**config.mk**
```make
export PLATFORM = sky130hd
export DESIGN_NAME = pol_guard
export DESIGN_NICKNAME = d
export VERILOG_FILES = /design/src/rtl/pol_guard.sv
export SDC_FILE = /design/constraint.sdc
export NUM_CORES = 2
export LEC_CHECK = 0
export BUFFER_PORTS_ARGS = -buffer_cell sky130_fd_sc_hd__buf_2
export CORE_MARGIN = 1
export CORE_UTILIZATION = 49
export DETAILED_ROUTE_END_ITERATION = 6
export GPL_TIMING_DRIVEN = 0
export PLACE_DENSITY_LB_ADDON = 0.12
export SLEW_MARGIN = 10
export SYNTH_ARGS = -nofsm -noshare
export SYNTH_HDL_FRONTEND = slang
export SYNTH_SLANG_ARGS = --single-unit
```
**constraint.sdc**
```tcl
create_clock -name clk -period 13.6 [get_ports clk]
set_input_delay 2.04 -clock clk [delete_from_list [all_inputs] [get_ports clk]]
set_output_delay 2.04 -clock clk [all_outputs]
set_load 0.05 [all_outputs]
```
**src/rtl/pol_guard.sv**
```systemverilog
module pol_guard #(
  parameter int IQ_W      = 16,
  parameter int TH_W      = 16,
  parameter int NFREQ     = 3,
  parameter int AMP_W     = 3,
  parameter int AMP_INIT  = 7,
  parameter int MEAS_LEN  = 8,
  parameter int REST_LEN  = 4,
  parameter int PAUSE_LEN = 6,
  parameter int RECOV_MAX = 20,
  parameter int LOG_DEPTH = 4,
  localparam int FI_W = (NFREQ > 1) ? $clog2(NFREQ) : 1,
  localparam int LW   = 6 + FI_W + AMP_W
) (
  input  logic             clk,
  input  logic             rst_n,
  input  logic             res_valid,
  input  logic [IQ_W-1:0]  res_i,
  input  logic [IQ_W-1:0]  res_q,
  input  logic [TH_W-1:0]  th_warn,
  input  logic [TH_W-1:0]  th_act,
  input  logic [TH_W-1:0]  th_fault,
  output logic [FI_W-1:0]  freq_idx,
  output logic [AMP_W-1:0] amp_code,
  output logic             exc_en,
  output logic [1:0]       health,
  input  logic             log_rd,
  output logic [LW-1:0]    log_data,
  output logic             log_empty,
  output logic             log_ovf
);
  localparam int PW   = IQ_W + TH_W;
  localparam int CMAX = (MEAS_LEN > REST_LEN) ? ((MEAS_LEN > PAUSE_LEN) ? MEAS_LEN : PAUSE_LEN)
                                              : ((REST_LEN > PAUSE_LEN) ? REST_LEN : PAUSE_LEN);
  localparam int CW   = $clog2(CMAX + 1);
  localparam int RW   = $clog2(RECOV_MAX + 1);
  localparam int LA   = $clog2(LOG_DEPTH);

  typedef enum logic [1:0] {S_RUN, S_PAUSE, S_FAULT} st_t;

  st_t             st;
  logic            meas;
  logic [CW-1:0]   cnt;
  logic [RW-1:0]   rtmr;
  logic            rt_on;
  logic [1:0]      esc;
  logic            warn_f, ok1;
  logic            pend_v, flog;
  logic [1:0]      pend_r, pend_a, flt_r, last_lvl;

  logic [IQ_W-1:0] ai, aq;
  logic [PW-1:0]   qs, pw, pa, pf;
  logic [1:0]      lvl;
  logic            acc, tmo;

  assign ai  = res_i[IQ_W-1] ? (~res_i + 1'b1) : res_i;
  assign aq  = res_q[IQ_W-1] ? (~res_q + 1'b1) : res_q;
  assign qs  = {{(PW-IQ_W-8){1'b0}}, aq, 8'd0};
  assign pw  = PW'(th_warn)  * PW'(ai);
  assign pa  = PW'(th_act)   * PW'(ai);
  assign pf  = PW'(th_fault) * PW'(ai);
  assign lvl = (ai == '0 || qs > pf) ? 2'd3 : (qs > pa) ? 2'd2 : (qs > pw) ? 2'd1 : 2'd0;

  assign exc_en = (st == S_RUN) && meas;
  assign acc    = res_valid && exc_en;
  assign tmo    = rt_on && (rtmr >= RW'(RECOV_MAX - 1));
  assign health = (st == S_FAULT) ? 2'd3 :
                  (st == S_PAUSE || esc != 2'd0) ? 2'd2 :
                  warn_f ? 2'd1 : 2'd0;

  always_ff @(posedge clk) begin
    if (!rst_n) begin
      st <= S_RUN;  meas <= 1'b1;  cnt <= '0;
      rtmr <= '0;  rt_on <= 1'b0;  esc <= 2'd0;
      warn_f <= 1'b0;  ok1 <= 1'b0;
      pend_v <= 1'b0;  pend_r <= 2'd0;  pend_a <= 2'd0;
      flog <= 1'b0;  flt_r <= 2'd0;  last_lvl <= 2'd0;
      freq_idx <= '0;
      amp_code <= AMP_W'(AMP_INIT);
    end else begin
      case (st)
        S_RUN: begin
          if (meas) begin
            if (cnt == CW'(MEAS_LEN - 1)) begin meas <= 1'b0; cnt <= '0; end
            else cnt <= cnt + 1'b1;
          end else begin
            if (cnt == CW'(REST_LEN - 1)) begin meas <= 1'b1; cnt <= '0; end
            else cnt <= cnt + 1'b1;
          end
          if (rt_on && !tmo) rtmr <= rtmr + 1'b1;

          if (acc) begin
            last_lvl <= lvl;
            pend_v   <= 1'b0;
            if (lvl != 2'd0) begin
              warn_f <= 1'b1;
              ok1    <= 1'b0;
            end else if (ok1) begin
              warn_f <= 1'b0;
              ok1    <= 1'b0;
            end else if (warn_f) begin
              ok1    <= 1'b1;
            end

            if (lvl == 2'd3) begin
              st <= S_FAULT;  flog <= 1'b1;  flt_r <= 2'd2;
            end else if (lvl == 2'd2) begin
              case (esc)
                2'd0: begin
                  freq_idx <= (freq_idx == FI_W'(NFREQ - 1)) ? '0 : freq_idx + 1'b1;
                  esc <= 2'd1;  pend_v <= 1'b1;  pend_r <= 2'd1;  pend_a <= 2'd0;
                end
                2'd1: begin
                  st <= S_PAUSE;  cnt <= '0;  rt_on <= 1'b0;
                  esc <= 2'd2;  pend_v <= 1'b1;  pend_r <= 2'd1;  pend_a <= 2'd1;
                end
                2'd2: begin
                  if (amp_code != '0) amp_code <= amp_code - 1'b1;
                  esc <= 2'd3;  pend_v <= 1'b1;  pend_r <= 2'd1;  pend_a <= 2'd2;
                end
                default: begin
                  st <= S_FAULT;  flog <= 1'b1;  flt_r <= 2'd1;
                end
              endcase
            end else begin
              esc   <= 2'd0;
              rt_on <= 1'b0;
            end
          end else if (tmo) begin
            st <= S_FAULT;  flog <= 1'b1;  flt_r <= 2'd3;
          end
        end
        S_PAUSE: begin
          if (cnt == CW'(PAUSE_LEN - 1)) begin
            st <= S_RUN;  meas <= 1'b1;  cnt <= '0;
            rt_on <= 1'b1;  rtmr <= '0;
          end else cnt <= cnt + 1'b1;
        end
        default: flog <= 1'b0;
      endcase
    end
  end

  logic [LW-1:0] mem [LOG_DEPTH];
  logic [LA:0]   wp, rp;
  logic          push, full;
  logic [LW-1:0] word;

  assign push = (acc && pend_v) || (st == S_FAULT && flog);
  assign word = (st == S_FAULT) ? {flt_r, 2'd3, freq_idx, amp_code, last_lvl}
                                : {pend_r, pend_a, freq_idx, amp_code, lvl};
  assign full      = (wp[LA] != rp[LA]) && (wp[LA-1:0] == rp[LA-1:0]);
  assign log_empty = (wp == rp);
  assign log_data  = mem[rp[LA-1:0]];

  always_ff @(posedge clk) begin
    if (push && !full) mem[wp[LA-1:0]] <= word;
  end

  always_ff @(posedge clk) begin
    if (!rst_n) begin
      wp <= '0;  rp <= '0;  log_ovf <= 1'b0;
    end else begin
      if (push) begin
        if (full) log_ovf <= 1'b1;
        else      wp <= wp + 1'b1;
      end
      if (log_rd && !log_empty) rp <= rp + 1'b1;
    end
  end
endmodule

```
==> results_dict.tcl <==
set metrics [dict create \
    run_status "complete, no violations" \
    grt_use_total_pct 30.3 \
    hpwlAfterDp_um 79000 \
    clk_latency_ps 330 \
    maxCapViolations 0 \
    tightestPinTransition_ps 1390 \
    layout_commonest_cell "inv_1" \
    antenna_left 0 \
    synth_fp_nets 4583 \
    top_level_ports 105 \
    crit_slowest_cell "fa_1" \
    cts_tree "yes" \
    setup_tns_ps 0 \
    yosysTopAreaCellShare_pct 37.5 \
    fin_area_sq_um 33200 \
    setup_viol 0 \
    cp_common_cell "fa_1" \
    clockRootBuffer "clkbuf_16" \
    synth_edf_count 44 \
    yosysUniqueCellTypes 84 \
    max_stage_delay_ps 590 \
    num_vias 24664 \
    netlist_area_sq_um 31100 \
    die_h_um 254 \
    coreArea_sq_um 62200 \
    yosys-top-cells-area "fa_1 37%, ha_1 15%, inv_1 8.4%" \
    post-place-ws_ps -1780 \
    antenna_found_initial 8 \
    wl_um 94200 \
    min_period_over_period_pct 97.1 \
    route.detailed.drc 0 \
    cts_made_buffers 9 \
    initial_core_util_pct 50.0 \
    gp_congestion 0.952 \
    grt_max_degree 16 \
    setup_slack_ps 397 \
    fin_nets 4707 \
    slew_headroom_pct 6.86 \
    placed_area_sq_um 32900 \
    synth-seq-cells 84 \
    clockBufferDepth 2 \
    wl_per_cell_um 20.9 \
    async_flop_share_pct 0 \
    area_growth_pct 6.87 \
    vias_per_cell 5.47 \
    portBuffers 103 \
    gr-total-overflow 0 \
    synth_seq_area_share_pct 6.82 \
    hold_class "flip-flop to flip-flop" \
    syn_inst 3540 \
    crit_fanout 10 \
    clkSinkCount 84 \
    syn_avg_cell_area_sq_um 8.79 \
    post-cts-setup-buffers 0 \
    critPathRequiredTime_ps 13800 \
    htreeDepth 3 \
    yosysWarnings 0 \
    hold_viol 0 \
    drive_above_1_share_pct 5.56 \
    dieArea_sq_um 64500 \
    grt_pass1_wl_um 145000 \
    critPathKind "input port to flip-flop" \
    endpoint_kind "flip-flop" \
    post-route-min-period_ps 13200 \
    dr.pass1.iters 5 \
    rsz0062_at_grt "false" \
    yosysTopAreaCell "fa_1" \
    cp.arrival_ps 13400 \
    drt_iter0_markers 1617 \
    clkTransAtPathRegs_ps 60 \
    finalClockSkew_ps 5.98 \
    cp-start-kind "input port" \
    rows 91 \
    maxSlewViolCount 0 \
    synth_ff_type "edfxtp_1" \
    grt_pass1_vias 25038 \
    final_cell_mix "697 x inv_1, 582 x fa_1, 508 x nand2_1" \
    fmax_mhz 75.7 \
    die_x_um 254 \
]
-- path summary, 6_finish.rpt --
kind / end / from / slack, ps / cells after the start
worst max-delay path: cnt[0] / res_i[0] / 400 / 39
worst min register to register: pend_a[1] / pend_a[1] / 450 / 2
worst max register to register: mem[3][7] / st[1] / 10850 / 7
worst min-delay path: pend_a[1] / pend_a[1] / 450 / 2
-- through the flow --
stage                     util [%]  cells  hold WS [ps]
after floorplan                  -   3540           430
after global placement        52.5   4480           439
after detailed placement      52.9   4490           447
after CTS                     53.4   4506           456
after global routing          53.5   4506           486
final                         53.5   4508           455
-- cell families after synthesis --
kind of cell	synth area share, %
AO/OA/AOI/OAI	7.64
buffers and inverters	10.4
multiplexers	1.13
flip-flops	6.82
AND/OR/NAND/NOR	18.2
adder cells (fa/ha/maj)	52.6
XOR/XNOR	3.21
-- registers in the layout, indices dropped and copies added, names as in the netlist, 2 cells and up, named ones only --
register	cells
esc	2
freq_idx	2
amp_code	3
pend_a	2
mem	44
wp	3
flt_r	2
st	2
cnt	4
rtmr	5
last_lvl	2
rp	3
-- layout make-up --
cell class	instances	area, sq um
Clock inverter	6	63.8
Inverter	697	2620
Multi-Input combinational cell	2601	25900
Fill cell	6039	28900
Clock buffer	10	229
Antenna cell	2	5.00
Tap cell	837	1050
Sequential cell	84	2120
Timing Repair Buffer	113	628
Buffer	158	649
-- cell usage after synthesis (7+ instances only) --
cell type,n
nand3_1,25
nand4_1,24
or3_1,17
a31oi_1,8
or4_1,10
a211oi_1,17
and3_1,8
o21ai_0,77
xor2_1,38
mux2i_1,8
mux4_2,11
a21oi_1,115
ha_1,377
o31ai_1,14
or2_2,9
fa_1,582
xnor2_1,76
o21bai_1,8
clkbuf_1,149
and2_1,367
a21o_1,31
o211ai_1,8
edfxtp_1,44
nand2_1,508
nor4_1,7
nor2_1,78
inv_1,697
nand2b_1,19
nor3_1,29
dfxtp_1,40
o21a_1,21
nor2b_1,12
-- layer usage --
metal,GRT usage [%],vias up,share of wire (%),wire (um)
met5,0,-,0.014,13
met4,12.4,2,4.9,4630
met3,5.60,138,7.9,7440
met2,47.8,839,45,41900
met1,40.9,12434,43,40200
li1,-,11251,-,-
-- worst max-delay path, delay by kind of cell --
| family | cells | cell delay (ps) |
|---|---|---|
| buffers and inverters | 10 | 2640 |
| adder cells (fa/ha/maj) | 9 | 4090 |
| AO/OA/AOI/OAI | 9 | 2400 |
| AND/OR/NAND/NOR | 10 | 2100 |
| XOR/XNOR | 1 | 90 |
-- repair_timing --
action / 4_1_cts / 5_1_grt
resized for setup: 13 / 25
hold buffers: 0 / 0
pin swaps: 0 / 0
setup endpoints to repair: 33 / 33
Power is not shown: default switching activity piles up to over one toggle a cycle in this logic, so the estimate is an artifact.
